**config.mk**
```make
export PLATFORM = sky130hd
export DESIGN_NAME = des_pipe
export DESIGN_NICKNAME = d
export VERILOG_FILES = /design/src/rtl/des_pkg.sv /design/src/rtl/des_round.sv /design/src/rtl/des_ctrl.sv /design/src/rtl/des_dpath.sv /design/src/rtl/des_pipe.sv
export SDC_FILE = /design/constraint.sdc
export NUM_CORES = 2
export LEC_CHECK = 0
export ABC_CLOCK_PERIOD_IN_PS = 4700
export BUFFER_PORTS_ARGS = -buffer_cell sky130_fd_sc_hd__buf_2
export CORE_MARGIN = 8
export CORE_UTILIZATION = 35
export DETAILED_ROUTE_END_ITERATION = 12
export PLACE_DENSITY_LB_ADDON = 0.2
export SYNTH_ARGS = -nofsm -noshare
export SYNTH_HDL_FRONTEND = slang
export SYNTH_SLANG_ARGS = --single-unit
```
**constraint.sdc**
```tcl
create_clock -name clk -period 4.7 [get_ports clk]
set_clock_uncertainty 0.2 [all_clocks]
set_input_delay 0.94 -clock clk [delete_from_list [all_inputs] [get_ports clk]]
set_output_delay 0.94 -clock clk [all_outputs]
set_load 0.02 [all_outputs]
```
**src/rtl/des_pkg.sv**
```systemverilog
package des_pkg;

  localparam int NROUND  = 16;
  localparam int LATENCY = NROUND + 1;

  typedef struct packed {
    logic dec;
    logic byp;
  } stage_ctl_t;

  localparam int IP_T [64] = '{
    58, 50, 42, 34, 26, 18, 10, 2, 60, 52, 44, 36, 28, 20, 12, 4,
    62, 54, 46, 38, 30, 22, 14, 6, 64, 56, 48, 40, 32, 24, 16, 8,
    57, 49, 41, 33, 25, 17,  9, 1, 59, 51, 43, 35, 27, 19, 11, 3,
    61, 53, 45, 37, 29, 21, 13, 5, 63, 55, 47, 39, 31, 23, 15, 7};
  localparam int FP_T [64] = '{
    40, 8, 48, 16, 56, 24, 64, 32, 39, 7, 47, 15, 55, 23, 63, 31,
    38, 6, 46, 14, 54, 22, 62, 30, 37, 5, 45, 13, 53, 21, 61, 29,
    36, 4, 44, 12, 52, 20, 60, 28, 35, 3, 43, 11, 51, 19, 59, 27,
    34, 2, 42, 10, 50, 18, 58, 26, 33, 1, 41,  9, 49, 17, 57, 25};
  localparam int E_T [48] = '{
    32,  1,  2,  3,  4,  5,  4,  5,  6,  7,  8,  9,  8,  9, 10, 11,
    12, 13, 12, 13, 14, 15, 16, 17, 16, 17, 18, 19, 20, 21, 20, 21,
    22, 23, 24, 25, 24, 25, 26, 27, 28, 29, 28, 29, 30, 31, 32,  1};
  localparam int P_T [32] = '{
    16, 7, 20, 21, 29, 12, 28, 17,  1, 15, 23, 26,  5, 18, 31, 10,
     2, 8, 24, 14, 32, 27,  3,  9, 19, 13, 30,  6, 22, 11,  4, 25};
  localparam int PC1_T [56] = '{
    57, 49, 41, 33, 25, 17,  9,  1, 58, 50, 42, 34, 26, 18,
    10,  2, 59, 51, 43, 35, 27, 19, 11,  3, 60, 52, 44, 36,
    63, 55, 47, 39, 31, 23, 15,  7, 62, 54, 46, 38, 30, 22,
    14,  6, 61, 53, 45, 37, 29, 21, 13,  5, 28, 20, 12,  4};
  localparam int PC2_T [48] = '{
    14, 17, 11, 24,  1,  5,  3, 28, 15,  6, 21, 10,
    23, 19, 12,  4, 26,  8, 16,  7, 27, 20, 13,  2,
    41, 52, 31, 37, 47, 55, 30, 40, 51, 45, 33, 48,
    44, 49, 39, 56, 34, 53, 46, 42, 50, 36, 29, 32};
  localparam int SHIFT_T [16] = '{1, 1, 2, 2, 2, 2, 2, 2, 1, 2, 2, 2, 2, 2, 2, 1};

  localparam int S1_T [64] = '{
    14, 4, 13, 1, 2, 15, 11, 8, 3, 10, 6, 12, 5, 9, 0, 7,
    0, 15, 7, 4, 14, 2, 13, 1, 10, 6, 12, 11, 9, 5, 3, 8,
    4, 1, 14, 8, 13, 6, 2, 11, 15, 12, 9, 7, 3, 10, 5, 0,
    15, 12, 8, 2, 4, 9, 1, 7, 5, 11, 3, 14, 10, 0, 6, 13};
  localparam int S2_T [64] = '{
    15, 1, 8, 14, 6, 11, 3, 4, 9, 7, 2, 13, 12, 0, 5, 10,
    3, 13, 4, 7, 15, 2, 8, 14, 12, 0, 1, 10, 6, 9, 11, 5,
    0, 14, 7, 11, 10, 4, 13, 1, 5, 8, 12, 6, 9, 3, 2, 15,
    13, 8, 10, 1, 3, 15, 4, 2, 11, 6, 7, 12, 0, 5, 14, 9};
  localparam int S3_T [64] = '{
    10, 0, 9, 14, 6, 3, 15, 5, 1, 13, 12, 7, 11, 4, 2, 8,
    13, 7, 0, 9, 3, 4, 6, 10, 2, 8, 5, 14, 12, 11, 15, 1,
    13, 6, 4, 9, 8, 15, 3, 0, 11, 1, 2, 12, 5, 10, 14, 7,
    1, 10, 13, 0, 6, 9, 8, 7, 4, 15, 14, 3, 11, 5, 2, 12};
  localparam int S4_T [64] = '{
    7, 13, 14, 3, 0, 6, 9, 10, 1, 2, 8, 5, 11, 12, 4, 15,
    13, 8, 11, 5, 6, 15, 0, 3, 4, 7, 2, 12, 1, 10, 14, 9,
    10, 6, 9, 0, 12, 11, 7, 13, 15, 1, 3, 14, 5, 2, 8, 4,
    3, 15, 0, 6, 10, 1, 13, 8, 9, 4, 5, 11, 12, 7, 2, 14};
  localparam int S5_T [64] = '{
    2, 12, 4, 1, 7, 10, 11, 6, 8, 5, 3, 15, 13, 0, 14, 9,
    14, 11, 2, 12, 4, 7, 13, 1, 5, 0, 15, 10, 3, 9, 8, 6,
    4, 2, 1, 11, 10, 13, 7, 8, 15, 9, 12, 5, 6, 3, 0, 14,
    11, 8, 12, 7, 1, 14, 2, 13, 6, 15, 0, 9, 10, 4, 5, 3};
  localparam int S6_T [64] = '{
    12, 1, 10, 15, 9, 2, 6, 8, 0, 13, 3, 4, 14, 7, 5, 11,
    10, 15, 4, 2, 7, 12, 9, 5, 6, 1, 13, 14, 0, 11, 3, 8,
    9, 14, 15, 5, 2, 8, 12, 3, 7, 0, 4, 10, 1, 13, 11, 6,
    4, 3, 2, 12, 9, 5, 15, 10, 11, 14, 1, 7, 6, 0, 8, 13};
  localparam int S7_T [64] = '{
    4, 11, 2, 14, 15, 0, 8, 13, 3, 12, 9, 7, 5, 10, 6, 1,
    13, 0, 11, 7, 4, 9, 1, 10, 14, 3, 5, 12, 2, 15, 8, 6,
    1, 4, 11, 13, 12, 3, 7, 14, 10, 15, 6, 8, 0, 5, 9, 2,
    6, 11, 13, 8, 1, 4, 10, 7, 9, 5, 0, 15, 14, 2, 3, 12};
  localparam int S8_T [64] = '{
    13, 2, 8, 4, 6, 15, 11, 1, 10, 9, 3, 14, 5, 0, 12, 7,
    1, 15, 13, 8, 10, 3, 7, 4, 12, 5, 6, 11, 0, 14, 9, 2,
    7, 11, 4, 1, 9, 12, 14, 2, 0, 6, 10, 13, 15, 3, 5, 8,
    2, 1, 14, 7, 4, 10, 8, 13, 15, 12, 9, 0, 3, 5, 6, 11};

  // Table entries count bits from 1 at the MSB.
  function automatic logic [63:0] ipPerm(input logic [63:0] x);
    for (int i = 0; i < 64; i++) ipPerm[6'(63 - i)] = x[6'(64 - IP_T[i])];
  endfunction

  function automatic logic [63:0] fpPerm(input logic [63:0] x);
    for (int i = 0; i < 64; i++) fpPerm[6'(63 - i)] = x[6'(64 - FP_T[i])];
  endfunction

  function automatic logic [47:0] ePerm(input logic [31:0] x);
    for (int i = 0; i < 48; i++) ePerm[6'(47 - i)] = x[5'(32 - E_T[i])];
  endfunction

  function automatic logic [31:0] pPerm(input logic [31:0] x);
    for (int i = 0; i < 32; i++) pPerm[5'(31 - i)] = x[5'(32 - P_T[i])];
  endfunction

  function automatic logic [55:0] pc1Perm(input logic [63:0] k);
    for (int i = 0; i < 56; i++) pc1Perm[6'(55 - i)] = k[6'(64 - PC1_T[i])];
  endfunction

  function automatic logic [47:0] pc2Perm(input logic [55:0] cd);
    for (int i = 0; i < 48; i++) pc2Perm[6'(47 - i)] = cd[6'(56 - PC2_T[i])];
  endfunction

  function automatic logic [27:0] rotl28(input logic [27:0] x, input int n);
    logic [55:0] t;
    t = {x, x} << n;
    return t[55:28];
  endfunction

  // Outer bits pick the row, inner four bits the column.
  function automatic logic [3:0] sboxLook(input int box, input logic [5:0] six);
    logic [5:0] idx;
    idx = {six[5], six[0], six[4:1]};
    case (box)
      0: return 4'(S1_T[idx]);
      1: return 4'(S2_T[idx]);
      2: return 4'(S3_T[idx]);
      3: return 4'(S4_T[idx]);
      4: return 4'(S5_T[idx]);
      5: return 4'(S6_T[idx]);
      6: return 4'(S7_T[idx]);
      default: return 4'(S8_T[idx]);
    endcase
  endfunction

endpackage

```
**src/rtl/des_round.sv**
```systemverilog
module des_round
  import des_pkg::*;
#(
  parameter int RND = 1
) (
  input  logic [31:0] lIn,
  input  logic [31:0] rIn,
  input  logic [55:0] cdIn,
  input  stage_ctl_t  ctl,
  output logic [31:0] lOut,
  output logic [31:0] rOut,
  output logic [55:0] cdOut
);
  // Forward schedule rotates left. The reverse schedule starts on the unrotated
  // halves and rotates right by the mirrored amounts.
  localparam int ENC_AMT = SHIFT_T[RND - 1];
  localparam int DEC_AMT = (RND == 1) ? 0 : SHIFT_T[(17 - RND) % 16];

  logic [27:0] cNew, dNew;
  logic [47:0] subKey, mixed;
  logic [31:0] sOut;

  always_comb begin
    if (ctl.dec) begin
      cNew = rotl28(cdIn[55:28], 28 - DEC_AMT);
      dNew = rotl28(cdIn[27:0], 28 - DEC_AMT);
    end else begin
      cNew = rotl28(cdIn[55:28], ENC_AMT);
      dNew = rotl28(cdIn[27:0], ENC_AMT);
    end
    subKey = pc2Perm({cNew, dNew});
    mixed  = ePerm(rIn) ^ subKey;
  end

  for (genvar j = 0; j < 8; j++) begin : g_sbox
    assign sOut[31 - 4*j -: 4] = sboxLook(j, mixed[47 - 6*j -: 6]);
  end

  assign cdOut = {cNew, dNew};

  always_comb begin
    if (ctl.byp) begin
      lOut = lIn;
      rOut = rIn;
    end else begin
      lOut = rIn;
      rOut = lIn ^ pPerm(sOut);
    end
  end

endmodule

```
**src/rtl/des_ctrl.sv**
```systemverilog
module des_ctrl
  import des_pkg::*;
#(
  parameter int SB_W = 8
) (
  input  logic                        clk,
  input  logic                        rst,
  input  logic                        inValid,
  input  logic [1:0]                  inMode,
  input  logic [SB_W-1:0]             inSide,
  output stage_ctl_t [NROUND-1:0]     stCtl,
  output logic                        lastByp,
  output logic                        outValid,
  output logic [SB_W-1:0]             outSide
);
  logic [NROUND:1]            vldQ;
  logic [NROUND:1]            bypQ;
  logic [NROUND-1:1]          decQ;
  logic [NROUND:1][SB_W-1:0]  sideQ;
  logic                       inDec, inByp;

  assign inDec = (inMode == 2'b01);
  assign inByp = inMode[1];

  assign stCtl[0] = '{dec: inDec, byp: inByp};
  for (genvar i = 1; i < NROUND; i++) begin : g_strobe
    assign stCtl[i] = '{dec: decQ[i], byp: bypQ[i]};
  end
  assign lastByp = bypQ[NROUND];

  always_ff @(posedge clk) begin
    if (rst) begin
      vldQ     <= '0;
      outValid <= 1'b0;
    end else begin
      vldQ     <= {vldQ[NROUND-1:1], inValid};
      outValid <= vldQ[NROUND];
    end
  end

  always_ff @(posedge clk) begin
    bypQ    <= {bypQ[NROUND-1:1], inByp};
    decQ    <= {decQ[NROUND-2:1], inDec};
    sideQ   <= {sideQ[NROUND-1:1], inSide};
    outSide <= sideQ[NROUND];
  end

  logic [4:0] warm;
  always_ff @(posedge clk) begin
    if (rst) warm <= '0;
    else if (warm != 5'(LATENCY)) warm <= warm + 5'd1;
  end


  reset_clear_chk: assert property (@(posedge clk) rst |=> !outValid);


  valid_latency_chk: assert property (@(posedge clk) disable iff (rst)
    (warm == 5'(LATENCY)) |-> (outValid == $past(inValid, LATENCY)));


  side_align_chk: assert property (@(posedge clk) disable iff (rst)
    (warm == 5'(LATENCY) && outValid) |-> (outSide == $past(inSide, LATENCY)));

endmodule

```
**src/rtl/des_dpath.sv**
```systemverilog
module des_dpath
  import des_pkg::*;
(
  input  logic                    clk,
  input  logic [63:0]             inData,
  input  logic [63:0]             inKey,
  input  stage_ctl_t [NROUND-1:0] stCtl,
  input  logic                    lastByp,
  output logic [63:0]             outData
);
  logic [NROUND-1:0][31:0] lSrc, rSrc, lNx, rNx;
  logic [NROUND-1:0][55:0] cdSrc, cdNx;
  logic [NROUND:1][31:0]   lQ, rQ;
  logic [NROUND-1:1][55:0] cdQ;
  logic [63:0]             ipVal;

  assign ipVal = ipPerm(inData);

  for (genvar r = 0; r < NROUND; r++) begin : g_round
    if (r == 0) begin : g_head
      assign lSrc[r]  = ipVal[63:32];
      assign rSrc[r]  = ipVal[31:0];
      assign cdSrc[r] = pc1Perm(inKey);
    end else begin : g_body
      assign lSrc[r]  = lQ[r];
      assign rSrc[r]  = rQ[r];
      assign cdSrc[r] = cdQ[r];
    end
    des_round #(.RND(r + 1)) u_rnd (
      .lIn  (lSrc[r]),
      .rIn  (rSrc[r]),
      .cdIn (cdSrc[r]),
      .ctl  (stCtl[r]),
      .lOut (lNx[r]),
      .rOut (rNx[r]),
      .cdOut(cdNx[r])
    );
  end

  always_ff @(posedge clk) begin
    lQ  <= lNx;
    rQ  <= rNx;
    cdQ <= cdNx[NROUND-2:0];
    outData <= fpPerm(lastByp ? {lQ[NROUND], rQ[NROUND]} : {rQ[NROUND], lQ[NROUND]});
  end

  logic unusedKey;
  assign unusedKey = ^cdNx[NROUND-1];

endmodule

```
**src/rtl/des_pipe.sv**
```systemverilog
module des_pipe
  import des_pkg::*;
#(
  parameter int SB_W = 8
) (
  input  logic            clk,
  input  logic            rst,
  input  logic            inValid,
  input  logic [1:0]      inMode,
  input  logic [63:0]     inKey,
  input  logic [63:0]     inData,
  input  logic [SB_W-1:0] inSide,
  output logic            outValid,
  output logic [63:0]     outData,
  output logic [SB_W-1:0] outSide
);
  stage_ctl_t [NROUND-1:0] stCtl;
  logic                    lastByp;

  des_ctrl #(.SB_W(SB_W)) u_ctrl (
    .clk     (clk),
    .rst     (rst),
    .inValid (inValid),
    .inMode  (inMode),
    .inSide  (inSide),
    .stCtl   (stCtl),
    .lastByp (lastByp),
    .outValid(outValid),
    .outSide (outSide)
  );

  des_dpath u_dpath (
    .clk    (clk),
    .inData (inData),
    .inKey  (inKey),
    .stCtl  (stCtl),
    .lastByp(lastByp),
    .outData(outData)
  );

  logic [4:0] warm;
  always_ff @(posedge clk) begin
    if (rst) warm <= '0;
    else if (warm != 5'(LATENCY)) warm <= warm + 5'd1;
  end


  bypass_pass_chk: assert property (@(posedge clk) disable iff (rst)
    (warm == 5'(LATENCY) && $past(inValid && inMode[1], LATENCY))
      |-> (outData == $past(inData, LATENCY)));

endmodule

```
==> out/qor.csv <==
stage;metric;value;unit
outcome;status;completed;
layout;syn2layout_area_growth;12.6;%
clocking;hold_buffers;3;
logic_synthesis;ys_ff_latch;1179;
global_routing;first_global_vias;33400;
global_routing;grt-ovfl-total;0;
worst_setup_path;endpoint_kind;register;
clocking;cts_setup_buffers;0;
floorplan;core_area;148000;um^2
clocking;clk_pin_slew;60;ps
worst_setup_path;path_cells;buf_4 > mux2i_1 > xnor2_1 > ha_1 > or3_1 > and4_1 > a211oi_1 > xor2_1 > o21ai_0;
floorplan;die_h;402;um
sta;hold_slack;81.1;ps
global_routing;grt_pass1_wl;187000;um
logic_synthesis;synthFlopType;dfxtp_1;
clocking;htreeDepth;4;
min_path;hp-class;input port to register;
worst_setup_path;cp.required;5100;ps
clocking;clk-insertion-delay-late;760;ps
placement;dp.cells;6793;
route;route.detailed.drc;0;
run;drv_cap;0;
logic_synthesis;yosysTopAreaCell;dfxtp_1;
route;vias;34000;
logic_synthesis;synth_seq_area_share;0.452;
placement;place.gp.congestion;0.820;
worst_setup_path;timing.rr.start;u_ctrl.decQ[14]$_DFF_P_;
worst_setup_path;rrSetupSlack;1030;ps
worst_setup_path;path_max_fanout;12;
worst_setup_path;cp_slowest_cell;dfxtp_1;
logic_synthesis;synth.area.top_cells;dfxtp_1 (45%), mux2_2 (9.6%), mux2i_1 (6.5%), ha_1 (5.1%), xnor2_1 (3.8%);
clocking;cts_sinks;1179;
min_path;hold_start;inData[17];
pwr;p_leak;25.2;nW
floorplan;ioPinCount;214;
worst_setup_path;critPathLaunch;u_ctrl.decQ[14]$_DFF_P_;
route;first_pass_iters;5;
floorplan;die_w;402;um
sta;maxSlewHeadroom;0.257;
worst_setup_path;critPathLaunchType;register;
placement;portBuffers;65;
logic_synthesis;synth-async-reset-ratio;0;
sta;rsz0062_at_grt;false;
sta;fmax;272;MHz
layout;drive_gt1_frac;0.169;
route;routed_wl;119000;um
global_routing;antenna_found_initial;3;
clocking;clockBufferDepth;3;
logic_synthesis;avgSynthCellArea;10.6;um^2
layout;diodes;0;
pwr;p_per_area;612;nW/um^2
route;first_iter_violations;1713;
sta;setup_violations;0;
route;wl_per_cell;17.0;um
logic_synthesis;synth_edf_count;0;
floorplan;rows;141;
sta;worst_slew_pin_slew;1080;ps
pwr;vdd_drop_max;0.362;mV
worst_setup_path;reg2regPathDepth;9;
worst_setup_path;rr_endpoint;u_dpath.rQ[453]$_DFF_P_;
worst_setup_path;cp_data_arrival_time;4070;ps
logic_synthesis;synthCells;4934;
route;antenna_left;0;
worst_setup_path;critPathMaxStageDelay;730;ps
logic_synthesis;synth_warnings;0;
logic_synthesis;post_synth_most_frequent_cells;dfxtp_1 (1179), mux2_2 (446), inv_1 (354);
sta;period_needed;3670;ps
sta;setup_ws;1030;ps
min_path;min_path_cells;1;
logic_synthesis;ys_types;93;
logic_synthesis;synth_most_common_cell;dfxtp_1;
logic_synthesis;yosysTopAreaCellShare;0.452;
floorplan;start_util;0.353;
logic_synthesis;synth_area;52200;um^2
layout;regArea;23600;um^2
layout;nNetsFinal;5351;
placement;dp_hpwl;89800;um
sta;tns;0;ps
clocking;cts_buffers;130;
global_routing;grt_max_degree;51;
clocking;cts_resized;0;
clocking;cts_tree;built;
global_routing;gr-usage-all-layers;0.143;
placement;pre_cts_slack;1020;ps
sta;finalHoldViolations;0;
worst_setup_path;critPathKind;register to register;
layout;multi_input_comb_area;26200;um^2
layout;stdcell_count;7026;
floorplan;die_area;162000;um^2
route;drt-vias-per-instance;4.84;
sta;finalMaxSlewViolations;0;
clocking;cts-root-buf;clkbuf_16;
sta;post-route-period-util;0.781;
min_path;hold_path_end;u_dpath.lQ[5]$_DFF_P_;
layout;fillCellCount;14400;
per-stage QoR:
| stage | area [um^2] | total power, mW | util |
|---|---|---|---|
| after floorplan | 52400 | 22.7 | - |
| after global placement | 54300 | 25.7 | 0.367 |
| after detailed placement | 54300 | 25.8 | 0.367 |
| after CTS | 58800 | 36.3 | 0.397 |
| after global routing | 58800 | 38.3 | 0.397 |
| final | 58800 | 35.9 | 0.397 |
power by group:
group	internal [mW]	leakage (nW)	switching (mW)
Combinational	5.51	13.3	7.01
Clock	5.96	2.16	4.24
Sequential	11.5	9.76	1.74
how the worst max path moves through the flow:
| stage | end | slack [ps] | depth (start not counted) |
|---|---|---|---|
| floorplan | u_dpath.rQ[77]$_DFF_P_ | 1140 | 14 |
| global placement | u_dpath.rQ[298]$_DFF_P_ | 940 | 12 |
| detailed placement | u_dpath.rQ[298]$_DFF_P_ | 1020 | 12 |
| CTS | u_dpath.rQ[234]$_DFF_P_ | 1000 | 9 |
| global route | u_dpath.rQ[160]$_DFF_P_ | 660 | 9 |
| finish | u_dpath.rQ[453]$_DFF_P_ | 1030 | 9 |
cells by family (layout without fill, tap and decap cells):
group           count (synthesis)  after routing  share of synthesized area
mux                           818            818                      0.174
simple gates                 1014           1014                      0.101
fa+ha+maj                     217            217                     0.0518
flops                        1179           1179                      0.452
xor+xnor                      434            434                     0.0780
compound gates                679            679                     0.0931
buf+inv                       592            707                     0.0494
other cells                     1             48                  0.0000719
placed cells by master (no fill, tap or decap), types with 22 or more instances in the layout:
master / Yosys / layout
inv_1: 354 / 354
nor3_1: 71 / 71
or3_1: 22 / 22
nand2b_1: 56 / 56
nand2_1: 247 / 247
o31ai_1: 22 / 22
dfxtp_1: 1179 / 1168
ha_1: 212 / 212
clkbuf_16: 0 / 130
xnor2_1: 224 / 224
conb_1: 1 / 48
clkbuf_8: 0 / 34
xor2_1: 182 / 182
nor2_1: 158 / 158
a21oi_1: 102 / 102
buf_4: 56 / 54
clkbuf_1: 103 / 24
and3_1: 22 / 22
nand3_1: 53 / 53
o21ai_0: 102 / 102
mux2_2: 446 / 446
buf_2: 38 / 65
o211ai_1: 82 / 82
a211oi_1: 63 / 63
and2_1: 217 / 217
nor2b_1: 67 / 67
a31oi_1: 30 / 30
mux2i_1: 337 / 337
sequential cells by signal, indices dropped and copies added, names as in the netlist:
register	count
u_ctrl.decQ	15
u_dpath.lQ	296
u_ctrl.vldQ	16
u_ctrl.outSide	8
u_ctrl.sideQ	128
u_ctrl.bypQ	16
u_dpath.rQ	288
u_ctrl.outValid	1
u_dpath.outData	16
u_dpath.cdQ	395
layout make-up:
type | instances | share of cell area
inverters | 355 | 0.0227
well taps | 1930 | 0.0411
clock inverters | 42 | 0.0111
multi-input cells | 3210 | 0.445
flip-flops and latches | 1179 | 0.402
clock buffers | 188 | 0.0649
repair buffers | 122 | 0.0129
critical path: cells and delay by family, from the launching register on:
kind / cells / cell delay, ps
AO/OA/AOI/OAI: 2 / 350
adder cells (fa/ha/maj): 1 / 380
flip-flops: 1 / 730
buffers and inverters: 1 / 310
AND/OR/NAND/NOR: 2 / 570
XOR/XNOR: 2 / 850
multiplexers: 1 / 120
metal layers:
| metal | global-route usage | wire length, um |
|---|---|---|
| met1 | 0.188 | 56400 |
| met2 | 0.239 | 55800 |
| met3 | 0.0249 | 4270 |
| met4 | 0.0408 | 2800 |
| met5 | 0 | 0 |
(Power assumes the default switching activity.)
